## src/rtl/alu8_pkg.sv

```systemverilog
package alu8_pkg;
  localparam logic [2:0] OPC_ADD  = 3'd0;
  localparam logic [2:0] OPC_ADDC = 3'd1;
  localparam logic [2:0] OPC_SUBB = 3'd2;
  localparam logic [2:0] OPC_MUL  = 3'd3;
  localparam logic [2:0] OPC_DIV  = 3'd4;

  localparam int ST_CY  = 7;
  localparam int ST_AC  = 6;
  localparam int ST_OV  = 2;
  localparam int ST_PAR = 0;

  typedef struct packed {
    logic cy;
    logic ac;
    logic ov;
  } arith_flags_t;
endpackage

```

## src/rtl/acc_addsub.sv

```systemverilog
module acc_addsub #(
  parameter int W = 8
) (
  input  logic [W-1:0] a,
  input  logic [W-1:0] b,
  input  logic         cin,
  input  logic         sub,
  output logic [W-1:0] r,
  output logic         cy,
  output logic         ac,
  output logic         ov
);
  localparam int H = W / 2;

  logic [W:0] full;

  always_comb begin
    if (sub) begin
      full = {1'b0, a} - {1'b0, b} - (W+1)'(cin);
      ac   = {1'b0, a[H-1:0]} < ({1'b0, b[H-1:0]} + (H+1)'(cin));
      ov   = (a[W-1] != b[W-1]) && (full[W-1] != a[W-1]);
    end else begin
      full = {1'b0, a} + {1'b0, b} + (W+1)'(cin);
      ac   = ({1'b0, a[H-1:0]} + {1'b0, b[H-1:0]} + (H+1)'(cin)) > (H+1)'((2**H) - 1);
      ov   = (a[W-1] == b[W-1]) && (full[W-1] != a[W-1]);
    end
    r  = full[W-1:0];
    cy = full[W];
  end
endmodule

```

## src/rtl/acc_muldiv.sv

```systemverilog
module acc_muldiv #(
  parameter int W = 8
) (
  input  logic [W-1:0]   a,
  input  logic [W-1:0]   b,
  output logic [2*W-1:0] prod,
  output logic [W-1:0]   quo,
  output logic [W-1:0]   rem,
  output logic           div0
);
  logic [W-1:0] rchain [W+1];

  assign prod      = (2*W)'(a) * (2*W)'(b);
  assign div0      = (b == '0);
  assign rchain[0] = '0;
  assign rem       = rchain[W];

  for (genvar i = 0; i < W; i++) begin : g_stage
    logic [W:0] shifted;
    logic       fits;
    assign shifted       = {rchain[i], a[W-1-i]};
    assign fits          = shifted >= {1'b0, b};
    assign quo[W-1-i]    = fits;
    assign rchain[i+1]   = fits ? W'(shifted - {1'b0, b}) : shifted[W-1:0];
  end
endmodule

```

## src/rtl/acc_status.sv

```systemverilog
module acc_status #(
  parameter int          ADDR_W    = 8,
  parameter logic [7:0]  STAT_ADDR = 8'hD0
) (
  input  logic                     clk,
  input  logic                     rst,
  input  logic                     arith_upd,
  input  alu8_pkg::arith_flags_t   arith,
  input  logic                     acc_par,
  input  logic                     byte_wr,
  input  logic [ADDR_W-1:0]        byte_addr,
  input  logic [7:0]               byte_data,
  input  logic                     bit_wr,
  input  logic [ADDR_W-1:0]        bit_addr,
  input  logic                     bit_val,
  output logic [7:0]               stat_q
);
  import alu8_pkg::*;

  localparam logic [ADDR_W-1:0] SA = ADDR_W'(STAT_ADDR);

  logic [7:0] nxt;
  logic       byte_hit;
  logic       bit_hit;

  assign byte_hit = byte_wr && (byte_addr == SA);
  assign bit_hit  = bit_wr && (bit_addr[ADDR_W-1:3] == SA[ADDR_W-1:3]) && (bit_addr[2:0] != 3'd0);

  always_comb begin
    nxt = stat_q;
    if (byte_hit) nxt = byte_data;
    if (bit_hit)  nxt[bit_addr[2:0]] = bit_val;
    if (arith_upd) begin
      nxt[ST_CY] = arith.cy;
      nxt[ST_AC] = arith.ac;
      nxt[ST_OV] = arith.ov;
    end
    nxt[ST_PAR] = acc_par;
  end

  always_ff @(posedge clk) begin
    if (rst) stat_q <= '0;
    else     stat_q <= nxt;
  end
endmodule

```

## src/rtl/acc_alu8.sv

```systemverilog
module acc_alu8 #(
  parameter int          W         = 8,
  parameter int          ADDR_W    = 8,
  parameter logic [7:0]  STAT_ADDR = 8'hD0,
  parameter int          BANK_REGS = 8
) (
  input  logic              clk,
  input  logic              rst,
  input  logic              op_valid,
  input  logic [2:0]        op_sel,
  input  logic [W-1:0]      acc_in,
  input  logic [W-1:0]      opb_in,
  input  logic              sw_wr,
  input  logic [ADDR_W-1:0] sw_addr,
  input  logic [7:0]        sw_wdata,
  input  logic              sw_bit_wr,
  input  logic [ADDR_W-1:0] sw_bit_addr,
  input  logic              sw_bit_val,
  input  logic [ADDR_W-1:0] rd_addr,
  output logic [7:0]        rd_data,
  output logic [W-1:0]      res_a,
  output logic [W-1:0]      res_b,
  output logic [7:0]        status,
  output logic [ADDR_W-1:0] bank_base
);
  import alu8_pkg::*;

  localparam int BANK_SHIFT = $clog2(BANK_REGS);

  logic [W-1:0]   as_r;
  logic           as_cy, as_ac, as_ov;
  logic           use_sub, cin;
  logic [2*W-1:0] prod;
  logic [W-1:0]   quo, rem;
  logic           div0;
  logic           do_op;
  logic [W-1:0]   nxt_a, nxt_b;
  arith_flags_t   nxt_f;

  assign use_sub = (op_sel == OPC_SUBB);
  assign cin     = (op_sel == OPC_ADD) ? 1'b0 : status[ST_CY];
  assign do_op   = op_valid && (op_sel <= OPC_DIV);

  acc_addsub #(.W(W)) u_addsub (
    .a(acc_in), .b(opb_in), .cin(cin), .sub(use_sub),
    .r(as_r), .cy(as_cy), .ac(as_ac), .ov(as_ov)
  );

  acc_muldiv #(.W(W)) u_muldiv (
    .a(acc_in), .b(opb_in), .prod(prod), .quo(quo), .rem(rem), .div0(div0)
  );

  always_comb begin
    nxt_a = as_r;
    nxt_b = '0;
    nxt_f = '{cy: as_cy, ac: as_ac, ov: as_ov};
    if (op_sel == OPC_MUL) begin
      nxt_a = prod[W-1:0];
      nxt_b = prod[2*W-1:W];
      nxt_f = '{cy: 1'b0, ac: 1'b0, ov: (prod[2*W-1:W] != '0)};
    end else if (op_sel == OPC_DIV) begin
      nxt_a = div0 ? '1 : quo;
      nxt_b = div0 ? '1 : rem;
      nxt_f = '{cy: 1'b0, ac: 1'b0, ov: div0};
    end
  end

  always_ff @(posedge clk) begin
    if (rst) begin
      res_a <= '0;
      res_b <= '0;
    end else if (do_op) begin
      res_a <= nxt_a;
      res_b <= nxt_b;
    end
  end

  acc_status #(.ADDR_W(ADDR_W), .STAT_ADDR(STAT_ADDR)) u_status (
    .clk(clk), .rst(rst),
    .arith_upd(do_op), .arith(nxt_f), .acc_par(^acc_in),
    .byte_wr(sw_wr), .byte_addr(sw_addr), .byte_data(sw_wdata),
    .bit_wr(sw_bit_wr), .bit_addr(sw_bit_addr), .bit_val(sw_bit_val),
    .stat_q(status)
  );

  always_ff @(posedge clk) begin
    if (rst)                                rd_data <= '0;
    else if (rd_addr == ADDR_W'(STAT_ADDR)) rd_data <= status;
    else                                    rd_data <= '0;
  end

  assign bank_base = ADDR_W'({status[4:3], {BANK_SHIFT{1'b0}}});
endmodule

```

## config.mk

```make
export PLATFORM = sky130hd
export DESIGN_NAME = acc_alu8
export DESIGN_NICKNAME = d
export VERILOG_FILES = /design/src/rtl/alu8_pkg.sv /design/src/rtl/acc_addsub.sv /design/src/rtl/acc_muldiv.sv /design/src/rtl/acc_status.sv /design/src/rtl/acc_alu8.sv
export SDC_FILE = /design/constraint.sdc
export NUM_CORES = 1
export LEC_CHECK = 0
export BUFFER_PORTS_ARGS = -buffer_cell sky130_fd_sc_hd__buf_2
export CORE_AREA = 2 2 145 147
export DETAILED_ROUTE_END_ITERATION = 8
export DIE_AREA = 0 0 147 149
export SLEW_MARGIN = 20
export SYNTH_ARGS = -nofsm -noshare
export SYNTH_HDL_FRONTEND = slang
export SYNTH_HIERARCHICAL = 1
export SYNTH_SLANG_ARGS = --single-unit
```

## constraint.sdc

```tcl
create_clock -name clk -period 17.4 [get_ports clk]
set_input_delay 0.87 -clock clk [delete_from_list [all_inputs] [get_ports clk]]
set_output_delay 0.87 -clock clk [all_outputs]
set_load 0.005 [all_outputs]
```

Word level (Yosys, flattened, before mapping) --
Cells that the tools add are included.
Word-level totals: register bits after elaboration 32, latch bits 0, RAM bits 0, ROM bits 0, memories kept 0
Cells by class: add/sub/neg operators 15, multiply operators 1, div/mod/pow operators 0, magnitude comparators 13, equal/unequal tests 10, shift-type cells 0, muxes and demuxes 27, bitwise operators 1, reduce and logical (&&, ||, !) cells 13
Operators with widths (number):
- 8-bit 2-to-1 mux | 16
- 9-bit by 8-bit greater-or-equal comparator with 1-bit output | 7
- 8-bit subtractor | 7
- 8-bit equality test (second input constant) | 2
- 8-bit by 8-bit multiplier with 16-bit output | 1
- 8-bit by 8-bit adder with 9-bit output | 1
- 9-bit by 1-bit adder with 9-bit output | 1
- 9-bit 2-to-1 mux | 1
- 8-bit by 8-bit subtractor with 9-bit output | 1
- 9-bit by 1-bit subtractor with 9-bit output | 1
- 8-bit bitwise mux | 1
- 1-bit by 8-bit greater-or-equal comparator with 1-bit output | 1
- 8-bit zero test | 1
- 8-bit nonzero test | 1
- 8-bit parity | 1
- 1-bit by 8-bit subtractor with 8-bit output | 1
- 1-bit logical AND | 7
- 3-bit by 2-bit equality test with 1-bit output (second input constant) | 2
- 3-bit 2-to-1 mux | 2
- 4-bit by 1-bit adder with 5-bit output | 1
- 4-bit by 4-bit adder with 5-bit output | 1
- 5-bit by 1-bit adder with 5-bit output | 1
- 5-bit equality test (second input constant) | 1
- 5-bit by 4-bit > comparator with 1-bit output (second input constant) | 1
- 14 further kinds | 20

Longest topological paths before layout --
depth in word-level cells 19, depth in mapped cells 82

Modules after synthesis --
Netlist, hierarchy kept.
Modules (own cells, without submodules):
- acc_muldiv | instances 1, cells an instance 690, area each 5504.0 um^2, sequential area each 0.0 um^2
- acc_alu8 | instances 1, cells an instance 153, area each 1316.3 um^2, sequential area each 480.5 um^2
- acc_addsub | instances 1, cells an instance 145, area each 1122.3 um^2, sequential area each 0.0 um^2
- acc_status | instances 1, cells an instance 55, area each 493.0 um^2, sequential area each 160.2 um^2

Worst setup path before layout --
OpenSTA, ideal clock, no wires.
kind input to register, start point input acc_in[7], end point register res_b[6], library setup time 142 ps, arrival 16937 ps, path slack 321 ps, cell stages on the path 78, buffers on the path 3, path through inv_1 -> ha_1 -> inv_1 -> ha_1 -> o211ai_2 -> nor2_1 -> a21oi_1 -> inv_1 -> ha_1 -> nor2b_1 -> o21ai_0 -> a32oi_4 -> a211oi_4 -> mux2_2 -> ha_1 -> and4_1 -> o31ai_1 -> a31oi_1 -> [... 42 more ...] -> a211o_1 -> a31oi_4 -> inv_4 -> mux2i_1 -> ha_1 -> nor2b_1 -> o21ai_0 -> a21boi_0 -> o21ai_0 -> a21boi_0 -> o21ai_0 -> o211ai_1 -> a21o_1 -> a311oi_2 -> mux2i_4 -> mux2_4 -> o41ai_1 -> a311oi_1
Between the ends: cells in the longest elaborated chain, start to end 19, elaborated cells on any way between the ends 28, those cells by class 8 x add/sub; 1 x mul; 8 x order compare; 11 x mux
RTL lines:
- from (decl) | RTL line acc_alu8.sv:11 | input logic [W-1:0] acc_in,
- 1-bit by 8-bit subtractor with 8-bit output or 1-bit by 8-bit greater-or-equal comparator with 1-bit output (tied branches) | RTL line acc_muldiv.sv:24, acc_muldiv.sv:22
- 8-bit 2-to-1 mux * | RTL line acc_muldiv.sv:24 | assign rchain[i+1] = fits ? W'(shifted - {1'b0, b}) : shifted[W-1:0];
- 8-bit subtractor or 9-bit by 8-bit greater-or-equal comparator with 1-bit output (tied branches) | RTL line acc_muldiv.sv:24, acc_muldiv.sv:22
- 8-bit 2-to-1 mux * | RTL line acc_muldiv.sv:24
- 9-bit by 8-bit greater-or-equal comparator with 1-bit output * | RTL line acc_muldiv.sv:22 | assign fits = shifted >= {1'b0, b};
- named net u_muldiv.g_stage[2].fits | RTL line acc_muldiv.sv:20 | logic fits;
- 8-bit 2-to-1 mux * | RTL line acc_muldiv.sv:24
- 9-bit by 8-bit greater-or-equal comparator with 1-bit output * | RTL line acc_muldiv.sv:22
- named net u_muldiv.g_stage[3].fits | RTL line acc_muldiv.sv:20
- [... 4 more ...]
- named net u_muldiv.g_stage[5].fits | RTL line acc_muldiv.sv:20
- [... 2 more ...]
- named net u_muldiv.g_stage[6].fits | RTL line acc_muldiv.sv:20
- 8-bit 2-to-1 mux * | RTL line acc_muldiv.sv:24
- 9-bit by 8-bit greater-or-equal comparator with 1-bit output * | RTL line acc_muldiv.sv:22
- named net u_muldiv.g_stage[7].fits | RTL line acc_muldiv.sv:20
- 8-bit 2-to-1 mux * | RTL line acc_muldiv.sv:24
- named net rem[6] | RTL line acc_alu8.sv:34 | logic [W-1:0] quo, rem;
- 8-bit 2-to-1 mux * | RTL line acc_alu8.sv:63 | nxt_b = div0 ? '1 : rem;
- 8-bit 2-to-1 mux * | RTL line acc_alu8.sv:61 | end else if (op_sel == OPC_DIV) begin
- 8-bit 2-to-1 mux * | RTL line acc_alu8.sv:57 | if (op_sel == OPC_MUL) begin
- to (signal assigned) | RTL line acc_alu8.sv:74 | res_b <= nxt_b;
- to (decl) | RTL line acc_alu8.sv:22 | output logic [W-1:0] res_b,
The timed path passes the listed nets; every way through them passes the cells marked *. A chain may end at the register's enable or synchronous reset.

Final worst setup path --
start point input acc_in[7], end point register res_b[6]
Between the ends: cells in the longest elaborated chain, start to end 19, elaborated cells on any way between the ends 28, those cells by class 8 x add/sub; 1 x mul; 8 x order compare; 11 x mux
RTL lines (RTL line):
- 1-bit by 8-bit subtractor with 8-bit output or 1-bit by 8-bit greater-or-equal comparator with 1-bit output (tied branches) | acc_muldiv.sv:24, acc_muldiv.sv:22
- 8-bit 2-to-1 mux * | acc_muldiv.sv:24
- 8-bit subtractor or 9-bit by 8-bit greater-or-equal comparator with 1-bit output (tied branches) | acc_muldiv.sv:24, acc_muldiv.sv:22
- 8-bit 2-to-1 mux * | acc_muldiv.sv:24
- 9-bit by 8-bit greater-or-equal comparator with 1-bit output * | acc_muldiv.sv:22
- named net quo[5] | acc_alu8.sv:34
- 8-bit 2-to-1 mux * | acc_muldiv.sv:24
- 9-bit by 8-bit greater-or-equal comparator with 1-bit output * | acc_muldiv.sv:22
- named net quo[4] | acc_alu8.sv:34
- [... 4 more ...]
- named net quo[2] | acc_alu8.sv:34
- [... 2 more ...]
- named net quo[1] | acc_alu8.sv:34
- 8-bit 2-to-1 mux * | acc_muldiv.sv:24
- 9-bit by 8-bit greater-or-equal comparator with 1-bit output * | acc_muldiv.sv:22
- named net quo[0] | acc_alu8.sv:34
- 8-bit 2-to-1 mux * | acc_muldiv.sv:24
- named net rem[6] | acc_alu8.sv:34
- 8-bit 2-to-1 mux * | acc_alu8.sv:63
- 8-bit 2-to-1 mux * | acc_alu8.sv:61
- 8-bit 2-to-1 mux * | acc_alu8.sv:57
Marks and branches as above.

==> impl_metrics.toml <==
[outcome]
run_status = "finished, final reports clean"

[cts]
clock-root-buffer = "clkbuf_16"
cts.sinks = 32
cts_inserted_buffers = 5
ctsHoldBuffers = 0
tritoncts = "built"
maximum_buffer_depth_of_the_clock_tree = 2
clock_latency_ns = 0.28
clk_pin_slew_worst_paths_ns = 0.05
cts-htree-levels = 2

[layout]
syn_to_final_growth_pct = 16.2
nFillCells = 2077
antennaDiodeCount = 0
final_layout_size_suffix_gt1_frac = 0.201
final_core_utilization = 0.477
design.final.nets = 1418

[drt]
dr.first_iter.drc_count = 318
detailedRoute.firstPassIterationCount = 5
drc = 0
detail_route.wirelength_um = 22900
vias_per_cell = 5.27
antenna_violating_nets_post_route = 0
route.detailed.wl_per_inst_um = 15.7
vias = 7698

[global_routing]
antenna_found_initial = 0
global_route_wire_length_before_repair_um = 37700
grt_use_total = 0.209
first_global_vias = 7521
grt_overflow_total = 0
largest_net_degree_at_the_start_of_global_routing = 34

[yosys]
synth_area_per_cell_um2 = 8.09
number_of_enable_flip_flop_cells_after_synthesis = 0
synth.cell_area_um2 = 8440
synth_fa_ha_area_frac = 0.303
synth_compound_gate_area_share = 0.209
ys_seq_area_frac = 0.0759
ys_types = 90
synth-xor-area-share = 0.0710
synth-warning-count = 6
synth_top_family_by_area = "adder cells"
synth_ff_type = "dfxtp_1"
synth_seq_cells = 32
postSynth.asyncResetShare = 0
post_synth_and_or_nand_nor_area_fraction = 0.182
fraction_of_synthesized_area_in_multiplexers = 0.0700
postSynthCellCount = 1043

[sta]
max_freq_mhz = 61.9
hold-worst-slack_ns = 0.448
period_needed_ns = 16.17
maxSlewViolCount = 0
setup_violations_final = 0
finalClockSkew_ns = 0.00517
fraction_of_the_cycle_the_final_worst_path_needs = 0.929
tightestPinTransition_ns = 0.807
report.final.hold_viol_count = 0
slew_headroom = 0.448

[setup_path]
timing.reg2reg.worst_path_depth = 13
reg2reg_slack_ns = 14.25
regToRegStartpoint = "u_status/stat_q[7]$_SDFF_PP0_"
worst-endpoint-required_ns = 17.53
crit_fanout = 7
cp_max_stage_delay_ns = 0.40
crit_path_end_kind = "flip-flop"
worstSetupStartpointType = "input port"
reg2reg_to = "u_status/stat_q[2]$_SDFF_PP0_"
crit_path_to = "res_b[6]$_SDFFE_PP0P_"
cp_common_cell = "ha_1"
cp_data_arrival_time_ns = 16.29
critPathKind = "input port to flip-flop"
cp-startpoint = "acc_in[7]"
crit_slowest_cell = "mux2_2"

[floorplanning]
fp.dieW_um = 147
floorplan.rows = 53
effective_utilization_at_floorplan = 0.410
io_pins = 97
core_area_um2 = 20600
die_area_um2 = 21900
fp.dieH_um = 149

[pwr]
worst_ir_drop_vdd_mv = 0.0622
cellPowerDensity_nw_per_um2 = 107
leakagePower_nw = 4.82

[place]
gp_congestion = 0.858
dpl.hpwl_um = 18600
io_buffers = 89

[worst_hold_path]
worst_hold_startpoint = "u_status/stat_q[0]$_SDFF_PP0_"
worst_hold_path_type = "flip-flop to flip-flop"

[run]
timing.max_cap.violations = 0
-- routing by layer --
layer	GRT usage	wire, um	vias up
li1	-	-	3918
met1	0.275	10800	3612
met3	0.0131	849	12
met2	0.385	11100	156
met5	0	0	-
met4	0.0341	178	0
-- cell families after synthesis --
logic type | Yosys count
flip-flops | 32
buffers and inverters | 169
multiplexers | 50
AND/OR/NAND/NOR | 304
XOR/XNOR | 66
adder cells (fa/ha/maj) | 176
other | 1
AO/OA/AOI/OAI | 245
-- state kept, by name, indices dropped and copies added (netlist names) --
register and cells:
rd_data 8, res_a 8, res_b 8, u_status/stat_q 8
-- report_power, final --
part | internal [mW] | switching (mW)
sequential | 0.0785 | 0.00258
clock | 0.0672 | 0.0309
combinational | 0.446 | 0.420
-- per-stage QoR --
stage	cell area, um^2	power, mW	setup slack [ns]	instances	setup TNS [ns]
after floorplan	8450	0.719	0.321	1048	0
after global placement	9590	0.940	0.527	1452	0
after detailed placement	9590	0.948	0.324	1452	0
after CTS	9760	1.05	0.597	1460	0
after global routing	9800	1.15	-0.0847	1461	-0.272
final	9800	1.05	1.23	1461	0
-- layout make-up --
cell class,count,area (um^2),area share
clock buffer,6,129,0.0131
clock inverter,2,35.0,0.00357
inverter,128,488,0.0498
multi-input combinational,847,7100,0.725
sequential,32,641,0.0654
tap,275,344,0.0351
timing repair buffer,171,1060,0.108
-- Yosys cell counts, drive strengths merged, types with 18 or more instances --
library cell,number,area share
xnor2,47,0.049
nor2b,20,0.015
a311oi,18,0.019
inv,125,0.056
xor2,18,0.020
mux2,23,0.036
a21oi,53,0.031
mux2i,27,0.034
ha,129,0.19
buf,27,0.025
dfxtp,32,0.076
nor2,90,0.040
nand2,88,0.039
o21ai,55,0.033
fa,47,0.11
-- timing repair --
action | in CTS | in global routing
endpoints found under the setup margin | 0 | 9
resized for setup | 0 | 16
setup buffers | 0 | 1
endpoints found under the hold margin | 0 | 0
-- worst min path at each step --
stage	endpoint	cells after the start
2_1_floorplan	rd_data[0]$_SDFF_PP0_	1
3_3_place_gp	rd_data[0]$_SDFF_PP0_	1
3_5_place_dp	rd_data[0]$_SDFF_PP0_	1
4_1_cts	rd_data[0]$_SDFF_PP0_	1
5_1_grt	rd_data[0]$_SDFF_PP0_	1
6_report	rd_data[0]$_SDFF_PP0_	1
-- cells in the final DEF (no fill, tap or decap), types with 19 or more instances in the layout --
master     n
a21oi_1   51
nand2_1   88
nor2_1    89
ha_1     129
buf_4     82
o21ai_0   46
dfxtp_1   32
nor2b_1   19
fa_1      47
buf_2     89
inv_1    122
xnor2_1   47
mux2i_1   26
-- critical path, delay by kind of cell --
kind | cells | cell delay [ns]
AO/OA/AOI/OAI | 40 | 8.01
adder cells (fa/ha/maj) | 9 | 2.23
buffers and inverters | 12 | 1.41
multiplexers | 7 | 1.97
AND/OR/NAND/NOR | 12 | 1.78
Power figures use the tool's default switching activity.
